$ cat src/rtl/sfd_pkg.sv
package sfd_pkg;

    localparam int CNT_W  = 16;
    localparam int CODE_W = 3;

    typedef enum logic [CODE_W-1:0] {
        F500  = 3'd0,
        F750  = 3'd1,
        F1000 = 3'd2,
        F1500 = 3'd3,
        F2200 = 3'd4
    } fcode_e;

    // Edge-count thresholds for one gate window
    typedef struct packed {
        logic [CNT_W-1:0] lo;
        logic [CNT_W-1:0] b1;
        logic [CNT_W-1:0] b2;
        logic [CNT_W-1:0] b3;
        logic [CNT_W-1:0] b4;
        logic [CNT_W-1:0] hi;
    } bins_t;

    typedef struct packed {
        logic   ok;
        fcode_e code;
    } meas_t;

    // Rounded number of edges a khz clock produces in gate reference cycles
    function automatic logic [CNT_W-1:0] khz_to_count(input longint khz,
                                                      input longint gate,
                                                      input longint ref_khz);
        longint c;
        c = (khz * gate + ref_khz / 2) / ref_khz;
        if (c > longint'((1 << CNT_W) - 1))
            c = longint'((1 << CNT_W) - 1);
        return c[CNT_W-1:0];
    endfunction

    function automatic meas_t classify(input logic [CNT_W-1:0] n, input bins_t b);
        meas_t r;
        r.ok = (n >= b.lo) && (n <= b.hi);
        if (n < b.b1)      r.code = F500;
        else if (n < b.b2) r.code = F750;
        else if (n < b.b3) r.code = F1000;
        else if (n < b.b4) r.code = F1500;
        else               r.code = F2200;
        return r;
    endfunction

    function automatic fcode_e strap_to_code(input logic [CODE_W-1:0] s);
        fcode_e c;
        case (s)
            3'd0:    c = F500;
            3'd1:    c = F750;
            3'd2:    c = F1000;
            3'd3:    c = F1500;
            default: c = F2200;
        endcase
        return c;
    endfunction

endpackage

$ cat src/rtl/sfd_edge_sync.sv
module sfd_edge_sync #(
    parameter int STAGES = 2
) (
    input  logic clk,
    input  logic rst,
    input  logic async_in,
    output logic level_o,
    output logic rise_o
);
    // STAGES synchronizer flops plus one history flop for edge detection
    logic [STAGES:0] sh;

    always_ff @(posedge clk) begin
        if (rst) sh <= '0;
        else     sh <= {sh[STAGES-1:0], async_in};
    end

    assign level_o = sh[STAGES-1];
    assign rise_o  = sh[STAGES-1] & ~sh[STAGES];

endmodule

$ cat src/rtl/sfd_gate_meter.sv
module sfd_gate_meter
    import sfd_pkg::*;
#(
    parameter int GATE_CYCLES = 12500
) (
    input  logic             clk,
    input  logic             rst,
    input  logic             run,
    input  logic             rise,
    output logic             win_done,
    output logic [CNT_W-1:0] win_count
);
    localparam int GW = $clog2(GATE_CYCLES + 1);

    logic [GW-1:0]    tmr;
    logic [CNT_W-1:0] acc;
    logic [CNT_W-1:0] acc_inc;

    // Saturating increment: the count never wraps past all ones
    assign acc_inc = (rise && acc != '1) ? acc + 1'b1 : acc;

    always_ff @(posedge clk) begin
        if (rst || !run) begin
            tmr       <= '0;
            acc       <= '0;
            win_done  <= 1'b0;
            win_count <= '0;
        end else begin
            win_done <= 1'b0;
            if (tmr == GW'(GATE_CYCLES - 1)) begin
                tmr       <= '0;
                acc       <= '0;
                win_done  <= 1'b1;
                win_count <= acc_inc;
            end else begin
                tmr <= tmr + 1'b1;
                acc <= acc_inc;
            end
        end
    end

    // the window-done strobe is a single-cycle pulse
    p_done_pulse_r6: assert property (@(posedge clk) disable iff (rst)
        win_done |=> !win_done);

endmodule

$ cat src/rtl/sfd_presence.sv
module sfd_presence #(
    parameter int TIMEOUT_CYCLES = 625,
    parameter int QUAL_WINDOWS   = 2
) (
    input  logic clk,
    input  logic rst,
    input  logic run,
    input  logic rise,
    input  logic win_done,
    input  logic win_ok,
    output logic present
);
    localparam int IW = $clog2(TIMEOUT_CYCLES + 1);
    localparam int SW = $clog2(QUAL_WINDOWS + 1);

    logic [IW-1:0] idle;
    logic [SW-1:0] streak;
    logic [SW-1:0] streak_n;
    logic          starved;

    assign starved = (idle == IW'(TIMEOUT_CYCLES));

    always_comb begin
        streak_n = streak;
        if (starved)
            streak_n = '0;
        else if (win_done)
            streak_n = !win_ok ? '0 :
                       (streak == SW'(QUAL_WINDOWS)) ? streak : streak + 1'b1;
    end

    always_ff @(posedge clk) begin
        if (rst || !run) begin
            idle    <= '0;
            streak  <= '0;
            present <= 1'b0;
        end else begin
            idle    <= rise ? '0 : (starved ? idle : idle + 1'b1);
            streak  <= streak_n;
            present <= (streak_n == SW'(QUAL_WINDOWS));
        end
    end

    // presence only ever starts right after a window closes
    p_rise_on_window_r2: assert property (@(posedge clk) disable iff (rst || !run)
        $rose(present) |-> $past(win_done));

    // an edge-starved input drops presence on the next cycle
    p_starve_drop_r3: assert property (@(posedge clk) disable iff (rst || !run)
        starved |=> !present);

endmodule

$ cat src/rtl/sync_freq_decoder.sv
module sync_freq_decoder
    import sfd_pkg::*;
#(
    parameter int REF_KHZ      = 125000,
    parameter int GATE_CYCLES  = 12500,
    parameter int MIN_KHZ      = 400,
    parameter int MAX_KHZ      = 2640,
    parameter int EDGE1_KHZ    = 600,
    parameter int EDGE2_KHZ    = 857,
    parameter int EDGE3_KHZ    = 1200,
    parameter int EDGE4_KHZ    = 1810,
    parameter int SYNC_STAGES  = 2,
    parameter int QUAL_WINDOWS = 2
) (
    input  logic              clk,
    input  logic              rst,
    input  logic              en,
    input  logic              sync_in,
    input  logic              int_osc,
    input  logic [CODE_W-1:0] strap_sel,
    output logic              sw_clk,
    output logic              sync_active,
    output logic              code_valid,
    output logic              code_src,
    output logic [CODE_W-1:0] freq_code
);
    localparam int TIMEOUT_CYCLES = 2 * REF_KHZ / MIN_KHZ;

    localparam bins_t BINS = '{
        lo: khz_to_count(longint'(MIN_KHZ),   longint'(GATE_CYCLES), longint'(REF_KHZ)),
        b1: khz_to_count(longint'(EDGE1_KHZ), longint'(GATE_CYCLES), longint'(REF_KHZ)),
        b2: khz_to_count(longint'(EDGE2_KHZ), longint'(GATE_CYCLES), longint'(REF_KHZ)),
        b3: khz_to_count(longint'(EDGE3_KHZ), longint'(GATE_CYCLES), longint'(REF_KHZ)),
        b4: khz_to_count(longint'(EDGE4_KHZ), longint'(GATE_CYCLES), longint'(REF_KHZ)),
        hi: khz_to_count(longint'(MAX_KHZ),   longint'(GATE_CYCLES), longint'(REF_KHZ))
    };

    logic             sync_lvl;
    logic             sync_rise;
    logic             win_done;
    logic [CNT_W-1:0] win_count;
    meas_t            meas;
    logic             present;
    fcode_e           code_q;

    sfd_edge_sync #(.STAGES(SYNC_STAGES)) u_sync (
        .clk      (clk),
        .rst      (rst),
        .async_in (sync_in),
        .level_o  (sync_lvl),
        .rise_o   (sync_rise)
    );

    sfd_gate_meter #(.GATE_CYCLES(GATE_CYCLES)) u_meter (
        .clk       (clk),
        .rst       (rst),
        .run       (en),
        .rise      (sync_rise),
        .win_done  (win_done),
        .win_count (win_count)
    );

    assign meas = classify(win_count, BINS);

    sfd_presence #(
        .TIMEOUT_CYCLES (TIMEOUT_CYCLES),
        .QUAL_WINDOWS   (QUAL_WINDOWS)
    ) u_presence (
        .clk      (clk),
        .rst      (rst),
        .run      (en),
        .rise     (sync_rise),
        .win_done (win_done),
        .win_ok   (meas.ok),
        .present  (present)
    );

    // Internal setting fixed once, at the first window after enable
    always_ff @(posedge clk) begin
        if (rst || !en) begin
            code_q     <= F500;
            code_valid <= 1'b0;
            code_src   <= 1'b0;
        end else if (win_done && !code_valid) begin
            code_valid <= 1'b1;
            if (meas.ok) begin
                code_q   <= meas.code;
                code_src <= 1'b1;
            end else begin
                code_q   <= strap_to_code(strap_sel);
                code_src <= 1'b0;
            end
        end
    end

    always_ff @(posedge clk) begin
        if (rst) sw_clk <= 1'b0;
        else     sw_clk <= present ? sync_lvl : int_osc;
    end

    assign sync_active = present;
    assign freq_code   = code_q;

    // a fixed setting never moves while enabled
    p_code_hold_r10: assert property (@(posedge clk) disable iff (rst)
        (code_valid && $past(code_valid)) |-> ($stable(freq_code) && $stable(code_src)));

    // the setting becomes valid only on a window boundary
    p_latch_at_window_r6: assert property (@(posedge clk) disable iff (rst)
        $rose(code_valid) |-> $past(win_done));

    // only the five defined codes can appear
    p_code_legal_r7: assert property (@(posedge clk) disable iff (rst)
        code_valid |-> (freq_code <= 3'd4));

    // presence requires enable on the previous cycle
    p_active_needs_en_r1: assert property (@(posedge clk) disable iff (rst)
        sync_active |-> $past(en));

endmodule

$ cat config.mk
export PLATFORM = sky130hd
export DESIGN_NAME = sync_freq_decoder
export DESIGN_NICKNAME = d
export VERILOG_FILES = /design/src/rtl/sfd_pkg.sv /design/src/rtl/sfd_edge_sync.sv /design/src/rtl/sfd_gate_meter.sv /design/src/rtl/sfd_presence.sv /design/src/rtl/sync_freq_decoder.sv
export SDC_FILE = /design/constraint.sdc
export NUM_CORES = 1
export LEC_CHECK = 0
export BUFFER_PORTS_ARGS = -buffer_cell sky130_fd_sc_hd__buf_2
export CAP_MARGIN = 30
export CELL_PAD_IN_SITES_DETAIL_PLACEMENT = 0
export CELL_PAD_IN_SITES_GLOBAL_PLACEMENT = 1
export CORE_MARGIN = 5
export CORE_UTILIZATION = 30
export DETAILED_ROUTE_END_ITERATION = 16
export PLACE_DENSITY_LB_ADDON = 0.1
export SETUP_SLACK_MARGIN = 0.15
export SYNTH_ARGS = -nofsm -noshare
export SYNTH_HDL_FRONTEND = slang
export SYNTH_HIERARCHICAL = 1
export SYNTH_SLANG_ARGS = --single-unit
$ cat constraint.sdc
create_clock -name clk -period 4.6 [get_ports clk]
set_input_delay 0.92 -clock clk [delete_from_list [all_inputs] [get_ports clk]]
set_output_delay 0.92 -clock clk [all_outputs]
set_load 0.005 [all_outputs]
# [Word-level counts from Yosys, hierarchy flattened]
# Index checks and enable logic that the tools add are counted.
[op_classes] n_addsub=4 order_cmp=6 n_eq_ne=8 muxes=14 bitwise_logic=2 reduce_logical=9
[ops] cell="$lt 16x7->1 const B" count=2
[ops] cell="$add 16x1->16 const B" count=1
[ops] cell="$ge 16x6->1 const B" count=1
[ops] cell="$le 16x9->1 const B" count=1
[ops] cell="$lt 16x6->1 const B" count=1
[ops] cell="$lt 16x8->1 const B" count=1
[ops] cell="$mux 16" count=1
[ops] cell="$ne 16x16->1 const B" count=1
[ops] cell="$mux 3" count=5
[ops] cell="$add 14x1->14 const B" count=1
[ops] cell="$eq 14x14->1 const B" count=1
[ops] cell="$pmux 3 s4" count=1
[ops] cell="$add 10x1->10 const B" count=1
[ops] cell="$eq 10x10->1 const B" count=1
[ops] cell="$mux 2" count=4
[ops] cell="$eq 3x2->1 const B" count=2
[ops] cell="$eq 2x2->1 const B" count=2
[ops] cell="$reduce_or 2->1" count=2
[ops] cell="$eq 3x1->1 const B" count=1
[ops] cell="$logic_and 1x1->1" count=3
[ops] cell="$logic_not 3->1" count=1
[ops] cell="$mux 1" count=3
[ops] cell="$add 2x1->2 const B" count=1
[ops] cell="$logic_not 1->1" count=2
[ops] cell="other kinds (3)" count=3
[word_totals] register_bits=69 in_bits=8

# [Depth between registers and ports, before layout]
# Gate-level depths: netlist of run 1.
[logic_depth] depth_word=6 ltp_mapped=8 ltp_nobuf=6

# [Cells and area by module]
# Netlist of run 1, hierarchy kept.
[modules_own_cells] module="sfd_gate_meter" instances=1 cells_each=215 area_per_inst_um2=1969.4
[modules_own_cells] module="sfd_presence" instances=1 cells_each=73 area_per_inst_um2=649.4
[modules_own_cells] module="sync_freq_decoder" instances=1 cells_each=52 area_per_inst_um2=427.9
[modules_own_cells] module="sfd_edge_sync" instances=1 cells_each=7 area_per_inst_um2=87.6

# [Worst setup path after synthesis of run 1]
# No wires, ideal clock.
[synth_path] path_type="input to register" startpoint="input en" endpoint="register code_q[0], in the netlist freq_code[0]" setup_time_ns=0.073 arrival_time_ns=1.829 t_required_ns=4.527 setup_slack_ns=2.697 stages=4 cell_sequence="nor2b_1 nand2_1 or4b_1 o211ai_2"
[synth_via] elab_chain_len=2
[synth_rtl] element="start, declared" line_no="sync_freq_decoder.sv:17" rtl="input logic en,"
[synth_rtl] element="$logic_not 1->1" line_no="sync_freq_decoder.sv:80" rtl="if (rst || !en) begin"
[synth_rtl] element="$logic_or 1x1->1" line_no="sync_freq_decoder.sv:80"
[synth_rtl] element="end signal, assigned" line_no="sync_freq_decoder.sv:87" rtl="code_q <= meas.code;"
[synth_rtl] element="end signal, assigned" line_no="sync_freq_decoder.sv:90" rtl="code_q <= strap_to_code(strap_sel);"
[synth_rtl] element="end, declared" line_no="sync_freq_decoder.sv:44" rtl="fcode_e code_q;"
# No other way between the ends.
# A chain may end at the register's enable or synchronous reset.

# [Worst setup path after layout of run 1]
[layout_path] startpoint="register u_sync.sh[1]" endpoint="register u_meter.win_count[11]"
[layout_via] elab_chain_len=3
[layout_rtl] element="start, declared" line_no="sfd_edge_sync.sv:11" rtl="logic [STAGES:0] sh;"
[layout_rtl] element="start signal, assigned" line_no="sfd_edge_sync.sv:15" rtl="else sh <= {sh[STAGES-1:0], async_in};"
[layout_rtl] element="$and 1x1->1" line_no="sfd_edge_sync.sv:19" rtl="assign rise_o = sh[STAGES-1] & ~sh[STAGES];"
[layout_rtl] element="via sync_rise" line_no="sync_freq_decoder.sv:39" rtl="logic sync_rise;"
[layout_rtl] element="$logic_and 1x1->1" line_no="sfd_gate_meter.sv:20" rtl="assign acc_inc = (rise && acc != '1) ? acc + 1'b1 : acc;"
[layout_rtl] element="$mux 16" line_no="sfd_gate_meter.sv:20"
[layout_rtl] element="end signal, assigned" line_no="sfd_gate_meter.sv:34" rtl="win_count <= acc_inc;"
[layout_rtl] element="end, declared" line_no="sfd_gate_meter.sv:11" rtl="output logic [CNT_W-1:0] win_count"
# The timed path passes the listed nets, and every way through them passes these cells.

==> results.cfg, run 1 <==
[global_route]
grt_max_degree = 30
antenna_found_initial = 0
grt-ovfl-total = 0
grt_pass1_vias = 2336
grt_pass1_wl_um = 11280
grtUsageTotal = 0.1108

[die]
fp.coreArea_sq_um = 10280
row_count = 37
initial_core_util = 0.3050
dieHeight_um = 112.2
io_pins = 15
fp.dieW_um = 112.2
die-area_sq_um = 12590

[critical_path]
r2r_start = u_sync/sh[1]$_SDFF_PP0_
cp-start-kind = flop
path_cells = nor2b_2, nand4_1, nor4_1, xnor2_1, o21ai_2
critical_path.top_delay_family = simple AND/OR/NAND/NOR gates
path_buf_inv = 0
cp_slowest_cell = nor4_1
slowest_delay_ns = 0.48
ff2ff_setup_slack_ns = 2.53
path_class = reg -> reg
path_max_fanout = 7
r2r-end = u_meter/win_count[11]$_SDFFE_PP0P_
reg2reg_depth = 5
end_kind = flop
required_ns = 4.81
worst_ep_arrival_time_ns = 2.28

[layout]
num_antenna_cells = 0
syn2layout_area_growth_pct = 11.30
final_cell_area_sq_um = 3488
nets = 376
final_core_util = 0.3394
drive_gt1_frac = 0.1530

[pwr]
pwr-share-clk = 0.412
ir_worst_vdd_mv = 0.1032
switching_share = 0.2250
power.internal_w = 0.0008273
power_frac_seq = 0.565
p_comb_frac = 0.024
p_switching_w = 0.0002403
power.leakage_nw = 1.215
powerDensity_nw_per_um2 = 306.0

[synth]
synth_top_flop_cell = dfxtp_1
synthArstFlopShare = 0
synth_compound_area_frac = 0.1146
yosysTopAreaCellShare = 0.4407
yosys.area.top_type = dfxtp_1
yosys_warnings = 6
synth_xor_area_frac = 0.06986
yosys.cell_types.count = 61
seq_area_frac_synth = 0.4407
synth-seq-cells = 69
synthSimpleGateAreaFrac = 0.3018
synth_adder_area_share = 0.01996
synth_area_sq_um = 3134
synthTopCellsByArea = dfxtp_1 (44%), nor2_1 (5.3%), nand2_1 (4.3%)
synth_cells = 347
synth-edff-count = 0
syn_nets = 360
syn_avg_cell_area_sq_um = 9.032
synth.area.mux_share = 0.02595
synth_top_family_by_area = simple AND/OR/NAND/NOR gates

[sta]
rsz0062_at_grt = false
fmax_mhz = 483.3
worstMarginPinSlew_ns = 0.7402
setup_violations = 0
period_share = 0.4498
fin_crit_ns = 2.069
skew_ns = 0.006568
relSlewSlack = 0.5066
tns_ns = 0
maxSlewViolCount = 0
hold_viol_final = 0

[hold_path]
worstHoldStart = u_meter/tmr[0]$_SDFF_PP0_
holdPathEnd = u_meter/tmr[0]$_SDFF_PP0_
holdPathStages = 1
hp-class = reg -> reg

[drt]
wirelength_um = 6453
num_vias = 2404
postRouteAntennaNets = 0
wl_per_cell_um = 12.85
first_pass_iters = 4
dr.first_iter.drc_count = 128
vias_per_cell = 4.789
drcViolationCount = 0

[clock_tree]
root_buffer = clkbuf_8
numClockSinks = 69
numCtsBuffers = 9
htree_levels = 3
ctsResizeCount = 0
cts_buffer_depth = 2
hold_buffers = 0
worstSkewPairLatency_ns = 0.34
cts_tree = built
clkTransAtPathRegs_ns = 0.07
post_cts_buffers = 0

[job]
maxCapViolCount = 0

[place]
portBuffers = 14
dpl_cell_area_sq_um = 3323
hpwl_um = 4569
gp_congestion = 0.7369

[status]
status = complete, no violations
## Yosys cell counts, drive strengths merged (2+ instances only)
library cell  count
a211oi            2
a21oi            10
o21ai            25
dfxtp            69
o31ai             3
nand4            14
nand4b            3
or3               6
nor4              3
and3              2
nand2            37
nand2b            4
xnor2            13
or4               2
mux2i             7
a31oi             2
o21a              4
xor2             12
clkbuf            4
nor4b             2
nand3            18
a21o              2
and4b             2
nor2b             7
nand3b            5
inv               7
buf               6
ha                5
nor3             11
or3b              2
nor2             45
## flip-flops by register name (all words and copies together) (netlist names)
signal,count
u_meter/win_done,1
u_presence/streak,2
freq_code,3
sw_clk,1
u_meter/tmr,14
u_presence/idle,10
code_src,1
u_presence/present,1
u_meter/win_count,16
u_meter/acc,16
u_sync/sh,3
code_valid,1
## through the flow
step	hold WS, ns	total power (W)	std cells	worst slack, ns
after global placement	0.4283	0.0006422	488	2.388
after global routing	0.4737	0.001120	502	2.339
final	0.4514	0.001068	502	2.531
after CTS	0.4546	0.001095	502	2.534
after detailed placement	0.4385	0.0006424	488	2.369
after floorplan	0.4138	0.0006324	347	2.697
## layout make-up
class	count	area, sq um
clock buffers	12	155.1
clock inverters	2	10.01
fillers	1101	6789
inverters	7	26.28
multi-input cells	261	1668
flip-flops and latches	69	1381
well taps	136	170.2
repair buffers	15	77.57
## power by group through the flow
| stage | combinational (W) | sequential (W) | clock, W |
|---|---|---|---|
| after floorplan | 0.0000162 | 0.000616 | 0 |
| after global placement | 0.0000257 | 0.000617 | 0 |
| after detailed placement | 0.0000257 | 0.000617 | 0 |
| after CTS | 0.0000260 | 0.000603 | 0.000466 |
| after global routing | 0.0000287 | 0.000603 | 0.000488 |
| final | 0.0000252 | 0.000603 | 0.000439 |
## metal layers
layer | part of all wire | vias up | track usage
li1 | - | 1250 | -
met1 | 0.51 | 1114 | 0.1516
met2 | 0.44 | 32 | 0.1641
met3 | 0.046 | 8 | 0.03235
met4 | 0.012 | 0 | 0.04327
met5 | 0 | - | 0
## cells in the final DEF (no fill, tap or decap), types with 4 or more instances in the layout
cell,n
o21ai_0,13
nor2_1,44
xnor2_1,13
dfxtp_1,69
nand3b_1,5
xor2_1,12
mux2i_1,7
nand2_1,36
nand3_1,18
buf_2,14
clkbuf_8,11
a21oi_1,9
nor2b_1,6
ha_1,5
nor3_1,9
nand4_1,12
inv_1,7
o21a_1,4
nand2b_1,4
o21ai_2,9
or3_1,4
## worst max path at each step
stage	depth (start not counted)	start	to	slack, ns
after CTS	5	u_sync/sh[1]$_SDFF_PP0_	u_meter/win_count[11]$_SDFFE_PP0P_	2.53
after detailed placement	5	en	freq_code[0]$_SDFFE_PP0P_	2.37
after global placement	5	en	freq_code[0]$_SDFFE_PP0P_	2.39
after global routing	5	u_sync/sh[1]$_SDFF_PP0_	u_meter/win_count[11]$_SDFFE_PP0P_	2.34
after floorplan	4	en	freq_code[0]$_SDFFE_PP0P_	2.70
final	5	u_sync/sh[1]$_SDFF_PP0_	u_meter/win_count[11]$_SDFFE_PP0P_	2.53
## cell families after synthesis
kind of cell               Yosys count
DFF                                 69
muxes                                8
AOI/OAI and AO/OA                   52
xor gates and xnor gates            25
buffers and inverters               17
and+or+nand+nor                    171
adders and majority gates            5
Note: power is estimated with default switching activity, not from simulation.
==> inputs of run 2 (changes only) <==
- clock period: 4.6 -> 1.91 ns (I/O delays scaled with it)
==> run 2 against run 1 <==
  * Critical path depth unchanged
  * Sequential share of layout area down 2.2 points
  * Fmax up 22%
  * Worst setup slack got worse by 2.3 ns
  * Core utilization is 2.1 points higher
  * Via count is 3.7% higher
  * Global-route usage is 0.17 points higher
  * Register-to-register slack worse by 2.3 ns
  * Sequential power up 140%
  * Power grew 140%
  * Non-clock buffer count rose by 17
  * Sequential cell count unchanged
==> results.cfg, run 2 (synthesized netlist as in run 1, its figures left out) <==
[sta]
worstMarginPinSlew_ns = 0.3947
tns_ns = 0
fmax_mhz = 591.6
setup_violations = 0
hold_viol_final = 0
skew_ns = 0.01191
period_share = 0.8849
relSlewSlack = 0.7369
maxSlewViolCount = 0
rsz0062_at_grt = true
fin_crit_ns = 1.690

[critical_path]
end_kind = flop
path_cells = nand4_2, or3_4, o21ai_4, mux2i_1, o21ai_1
required_ns = 2.14
reg2reg_depth = 5
r2r_start = u_meter/acc[7]$_SDFF_PP0_
critPathLaunch = u_meter/acc[7]$_SDFF_PP0_
path_buf_inv = 0
path_max_fanout = 5
cp_slowest_cell = or3_4
path_class = reg -> reg
cp-start-kind = flop
critical_path.top_delay_family = simple AND/OR/NAND/NOR gates
worst_ep_arrival_time_ns = 1.92
cp.depth = 5
slowest_delay_ns = 0.46

[die]
io_pins = 15
dieHeight_um = 112.2
row_count = 37
fp.dieW_um = 112.2
initial_core_util = 0.3050
fp.coreArea_sq_um = 10280
die-area_sq_um = 12590

[hold_path]
hp-class = in -> reg
holdPathStages = 2
worstHoldStart = sync_in

[drt]
vias_per_cell = 4.794
maxUsedRoutingLayer = met4
first_pass_iters = 4
wirelength_um = 6830
wl_per_cell_um = 13.13
wl_met1_um = 3393
dr.first_iter.drc_count = 95
postRouteAntennaNets = 0
wl_met3_um = 259
met2_length_um = 3064
drcViolationCount = 0
num_vias = 2493

[global_route]
grtUsageTotal = 0.1125
antenna_found_initial = 0
grt_pass1_wl_um = 11590
grt-ovfl-total = 0
grt_pass1_vias = 2393
grt_max_degree = 30

[clock_tree]
hold_buffers = 0
cts_tree = built
worstSkewPairLatency_ns = 0.34
cts_buffer_depth = 2
clkTransAtPathRegs_ns = 0.08
numClockSinks = 69
root_buffer = clkbuf_8
htree_levels = 3
numCtsBuffers = 9

[pwr]
powerDensity_nw_per_um2 = 693.5
ir_worst_vdd_mv = 0.2790
power_w = 0.002571
power.leakage_nw = 1.304

[place]
gp_congestion = 0.7509
hpwl_um = 4811
portBuffers = 14

[layout]
reg_top3 = u_meter/acc (16), u_meter/win_count (16), u_meter/tmr (14)
nets = 393
final_common_cell = dfxtp_1
syn2layout_area_growth_pct = 18.28
drive_gt1_frac = 0.2240
final_cell_mix = dfxtp_1 (65), nor2_1 (44), nand2_1 (36), nand3_1 (17), buf_4 (15)
num_antenna_cells = 0

[status]
status = complete, no violations

[job]
maxCapViolCount = 0
-- run 2: cell count changes in the layout (fill, tap and decap cells not counted), sizes merged --
cell / change
buf: +17
clkinvlp: +2
clkbuf: -1
-- run 2: through the flow --
stage / utilization / area (sq um) / cells / setup slack (ns) / hold WS [ns]
after floorplan: - / 3134 / 347 / 0.2780 / 0.4138
after global placement: 0.3355 / 3448 / 503 / 0.1561 / 0.4305
after detailed placement: 0.3355 / 3448 / 503 / 0.1377 / 0.4376
after CTS: 0.3539 / 3637 / 519 / 0.1555 / 0.2703
after global routing: 0.3607 / 3707 / 520 / 0.1081 / 0.2965
final: 0.3607 / 3707 / 520 / 0.2198 / 0.2705
-- run 2: path summary, 6_finish.rpt --
| check | end | slack [ns] |
|---|---|---|
| max | u_meter/win_count[1]$_SDFFE_PP0P_ | 0.22 |
| min | u_sync/sh[0]$_SDFF_PP0_ | 0.27 |
| max reg2reg | u_meter/win_count[1]$_SDFFE_PP0P_ | 0.22 |
| min reg2reg | u_meter/tmr[0]$_SDFF_PP0_ | 0.44 |
-- run 2: area by class of cell --
cell class	count	area (sq um)
clock buffers	11	141.4
clock inverters	4	25.02
fillers	1083	6570
inverters	7	26.28
multi-input cells	261	1733
flip-flops and latches	69	1386
well taps	136	170.2
repair buffers	32	225.2
-- run 2: metal layers --
| metal | vias up | global-route usage |
|---|---|---|
| met2 | 36 | 0.1812 |
| met1 | 1159 | 0.1446 |
| li1 | 1288 | - |
| met4 | 0 | 0.04567 |
| met3 | 10 | 0.02749 |
| met5 | - | 0 |
-- run 2: power breakdown --
group	internal (W)	switching (W)
sequential	0.00145	0.00000690
clock	0.000495	0.000553
combinational	0.0000289	0.0000405
total	0.00197	0.000601
-- run 2: what timing repair did --
action,in CTS,in global routing
endpoints found under the setup margin,7,30
pin swaps,1,5
resized for setup,3,16
buffers inserted,1,1
cloned,0,0
-- run 2: worst register-to-register path, stage by stage, from the launching register on --
cell and delay [ns]:
dfxtp_1 0.39, nand4_2 0.22, or3_4 0.47, o21ai_4 0.16, mux2i_1 0.25, o21ai_1 0.09
==> inputs of run 3 (changes only) <==
- ABC_AREA: not set -> 1
==> run 3 against run 2 <==
  * Die area increased by 15%
  * Combinational power increased by 24%
  * Synthesized cell count increased by 53%
  * Largest power group is now clock
==> results.cfg, run 3 <==
[status]
status = complete, no violations

[clock_tree]
root_buffer = clkbuf_16
htree_levels = 3
worstSkewPairLatency_ns = 0.33
numCtsBuffers = 9
clkTransAtPathRegs_ns = 0.05
numClockSinks = 69
cts_buffer_depth = 2
cts_tree = built

[critical_path]
path_max_fanout = 7
r2r_start = u_meter/acc[0]$_SDFF_PP0_
required_ns = 2.14
r2r-end = u_meter/win_count[13]$_SDFFE_PP0P_
worst_ep_arrival_time_ns = 1.84
end_kind = flop
cp-start-kind = flop
reg2reg_depth = 11
ff2ff_setup_slack_ns = 0.29
path_class = reg -> reg

[drt]
drcViolationCount = 0
num_vias = 3183
vias_per_cell = 4.483
wl_per_cell_um = 11.55
dr.first_iter.drc_count = 157
postRouteAntennaNets = 0
wirelength_um = 8202
first_pass_iters = 4

[layout]
syn2layout_area_growth_pct = 16.22
reg_top3 = u_meter/acc (16), u_meter/win_count (16), u_meter/tmr (14)
drive_gt1_frac = 0.1687
final_cell_mix = nand2_1 (128), dfxtp_1 (69), inv_1 (66), nor2_1 (64), nand3_1 (63)
final_common_cell = nand2_1
num_antenna_cells = 0
nets = 571
final_core_util = 0.3538

[die]
io_pins = 15
row_count = 40
dieHeight_um = 120.2
fp.coreArea_sq_um = 11960
fp.dieW_um = 120.2
die-area_sq_um = 14440
initial_core_util = 0.3044

[synth]
synth_adder_area_share = 0.01718
synthSimpleGateAreaFrac = 0.4330
synthArstFlopShare = 0
synth-seq-cells = 69
synth_top_family_by_area = simple AND/OR/NAND/NOR gates
syn_avg_cell_area_sq_um = 6.857
synth.area.mux_share = 0
synth_compound_area_frac = 0.06701
synth_xor_area_frac = 0.01203
seq_area_frac_synth = 0.3794
synth-edff-count = 0
synth_most_common_cell = nand2_1
synth_cells = 531
yosysTopAreaCellShare = 0.3794
yosys_warnings = 6
yosys.cell_types.count = 31
synthTopCellsByCount = nand2_1 (129), dfxtp_1 (69), inv_1 (66), nor2_1 (65), nand3_1 (63)
syn_nets = 544
synth_area_sq_um = 3641
yosys.area.top_type = dfxtp_1
synth_top_flop_cell = dfxtp_1
synthTopCellsByArea = dfxtp_1 (38%), nand2_1 (13%), nand3_1 (8.7%)

[hold_path]
worstHoldStart = sync_in
holdPathEnd = u_sync/sh[0]$_SDFF_PP0_
holdPathStages = 3
hp-class = in -> reg

[pwr]
ir_worst_vdd_mv = 0.4605
p_switching_w = 0.0006366
power_frac_seq = 0.475
power.internal_w = 0.002428
power_w = 0.003065
powerDensity_nw_per_um2 = 724.3
pwr-share-clk = 0.497
power.leakage_nw = 1.673
p_comb_frac = 0.028
switching_share = 0.2077

[sta]
skew_ns = 0.005156
tns_ns = 0
fmax_mhz = 619.1
relSlewSlack = 0.7991
fin_crit_ns = 1.615
period_share = 0.8457
maxSlewViolCount = 0
rsz0062_at_grt = true
worstMarginPinSlew_ns = 0.3013
hold_viol_final = 0
setup_violations = 0

[global_route]
grt-ovfl-total = 0
antenna_found_initial = 0
grt_max_degree = 31
grt_pass1_wl_um = 13990
grtUsageTotal = 0.1221
grt_pass1_vias = 2947

[place]
hpwl_um = 6181
portBuffers = 14
gp_congestion = 0.7798

[job]
maxCapViolCount = 0
[run 3: how the worst max path moves through the flow]
stage	start	to	slack, ns	cells past startpoint
after floorplan	u_sync/sh[1]$_SDFF_PP0_	u_meter/win_count[14]$_SDFFE_PP0P_	0.40	11
after global placement	u_sync/sh[1]$_SDFF_PP0_	u_meter/win_count[12]$_SDFFE_PP0P_	0.08	11
after detailed placement	u_sync/sh[1]$_SDFF_PP0_	u_meter/win_count[12]$_SDFFE_PP0P_	0.13	11
after CTS	u_sync/sh[1]$_SDFF_PP0_	u_meter/win_count[12]$_SDFFE_PP0P_	0.21	11
after global routing	u_meter/acc[0]$_SDFF_PP0_	u_meter/win_count[14]$_SDFFE_PP0P_	0.09	10
final	u_meter/acc[0]$_SDFF_PP0_	u_meter/win_count[13]$_SDFFE_PP0P_	0.29	11
[run 3: timing repair]
action / CTS / global route
hold buffers: 0 / 0
setup buffers: 0 / 2
pin swaps: 0 / 1
setup endpoints to repair: 2 / 18
gates resized for setup: 1 / 3
[run 3: power by group through the flow]
stage	Sequential [W]	Clock [W]	Combinational, W
after floorplan	0.00148	0	0.0000533
after global placement	0.00149	0	0.0000873
after detailed placement	0.00149	0	0.0000864
after CTS	0.00145	0.00159	0.0000877
after global routing	0.00146	0.00168	0.0000982
final	0.00146	0.00152	0.0000862
[run 3: kinds of logic after synthesis]
logic type | Yosys count
buf+inv | 83
xor+xnor | 5
simple gates | 325
compound gates | 44
flops | 69
fa+ha+maj | 5
[run 3: critical path: stages, from the launching register on]
cell and delay, ns:
dfxtp_1 0.37, ha_1 0.20, nand2_1 0.06, nor2_1 0.15, nand2_2 0.09, nor2_4 0.20
buf_12 0.14, nor2_4 0.04, nand2_2 0.06, nand2_1 0.08, nand2_1 0.07, nand2_1 0.04
[run 3: area by class of cell]
| class | count | area [sq um] |
|---|---|---|
| inverter | 75 | 281.5 |
| fill | 1300 | 7730 |
| clock buffer | 15 | 267.8 |
| sequential | 69 | 1381 |
| timing repair buffer | 24 | 170.2 |
| tap | 147 | 183.9 |
| multi-input combinational | 379 | 1942 |
| clock inverter | 1 | 5.005 |
[run 3: layer usage]
metal,routed length [um],share of wire,vias up,GRT usage
met4,59,0.0072,0,0.03006
met2,3664,0.45,34,0.1914
met5,0,0,-,0
met1,4199,0.51,1414,0.1582
li1,-,-,1731,-
met3,278,0.034,4,0.04618
[run 3: stage by stage]
stage          instances  setup WS (ns)  hold slack (ns)  instance area (sq um)
2_1_floorplan        531         0.3975           0.3883                   3641
3_3_place_gp         692        0.07538           0.4018                   3916
3_5_place_dp         692         0.1301           0.3993                   3916
4_1_cts              708         0.2110           0.2522                   4192
5_1_grt              710        0.08905           0.2605                   4232
6_report             710         0.2946           0.2643                   4232
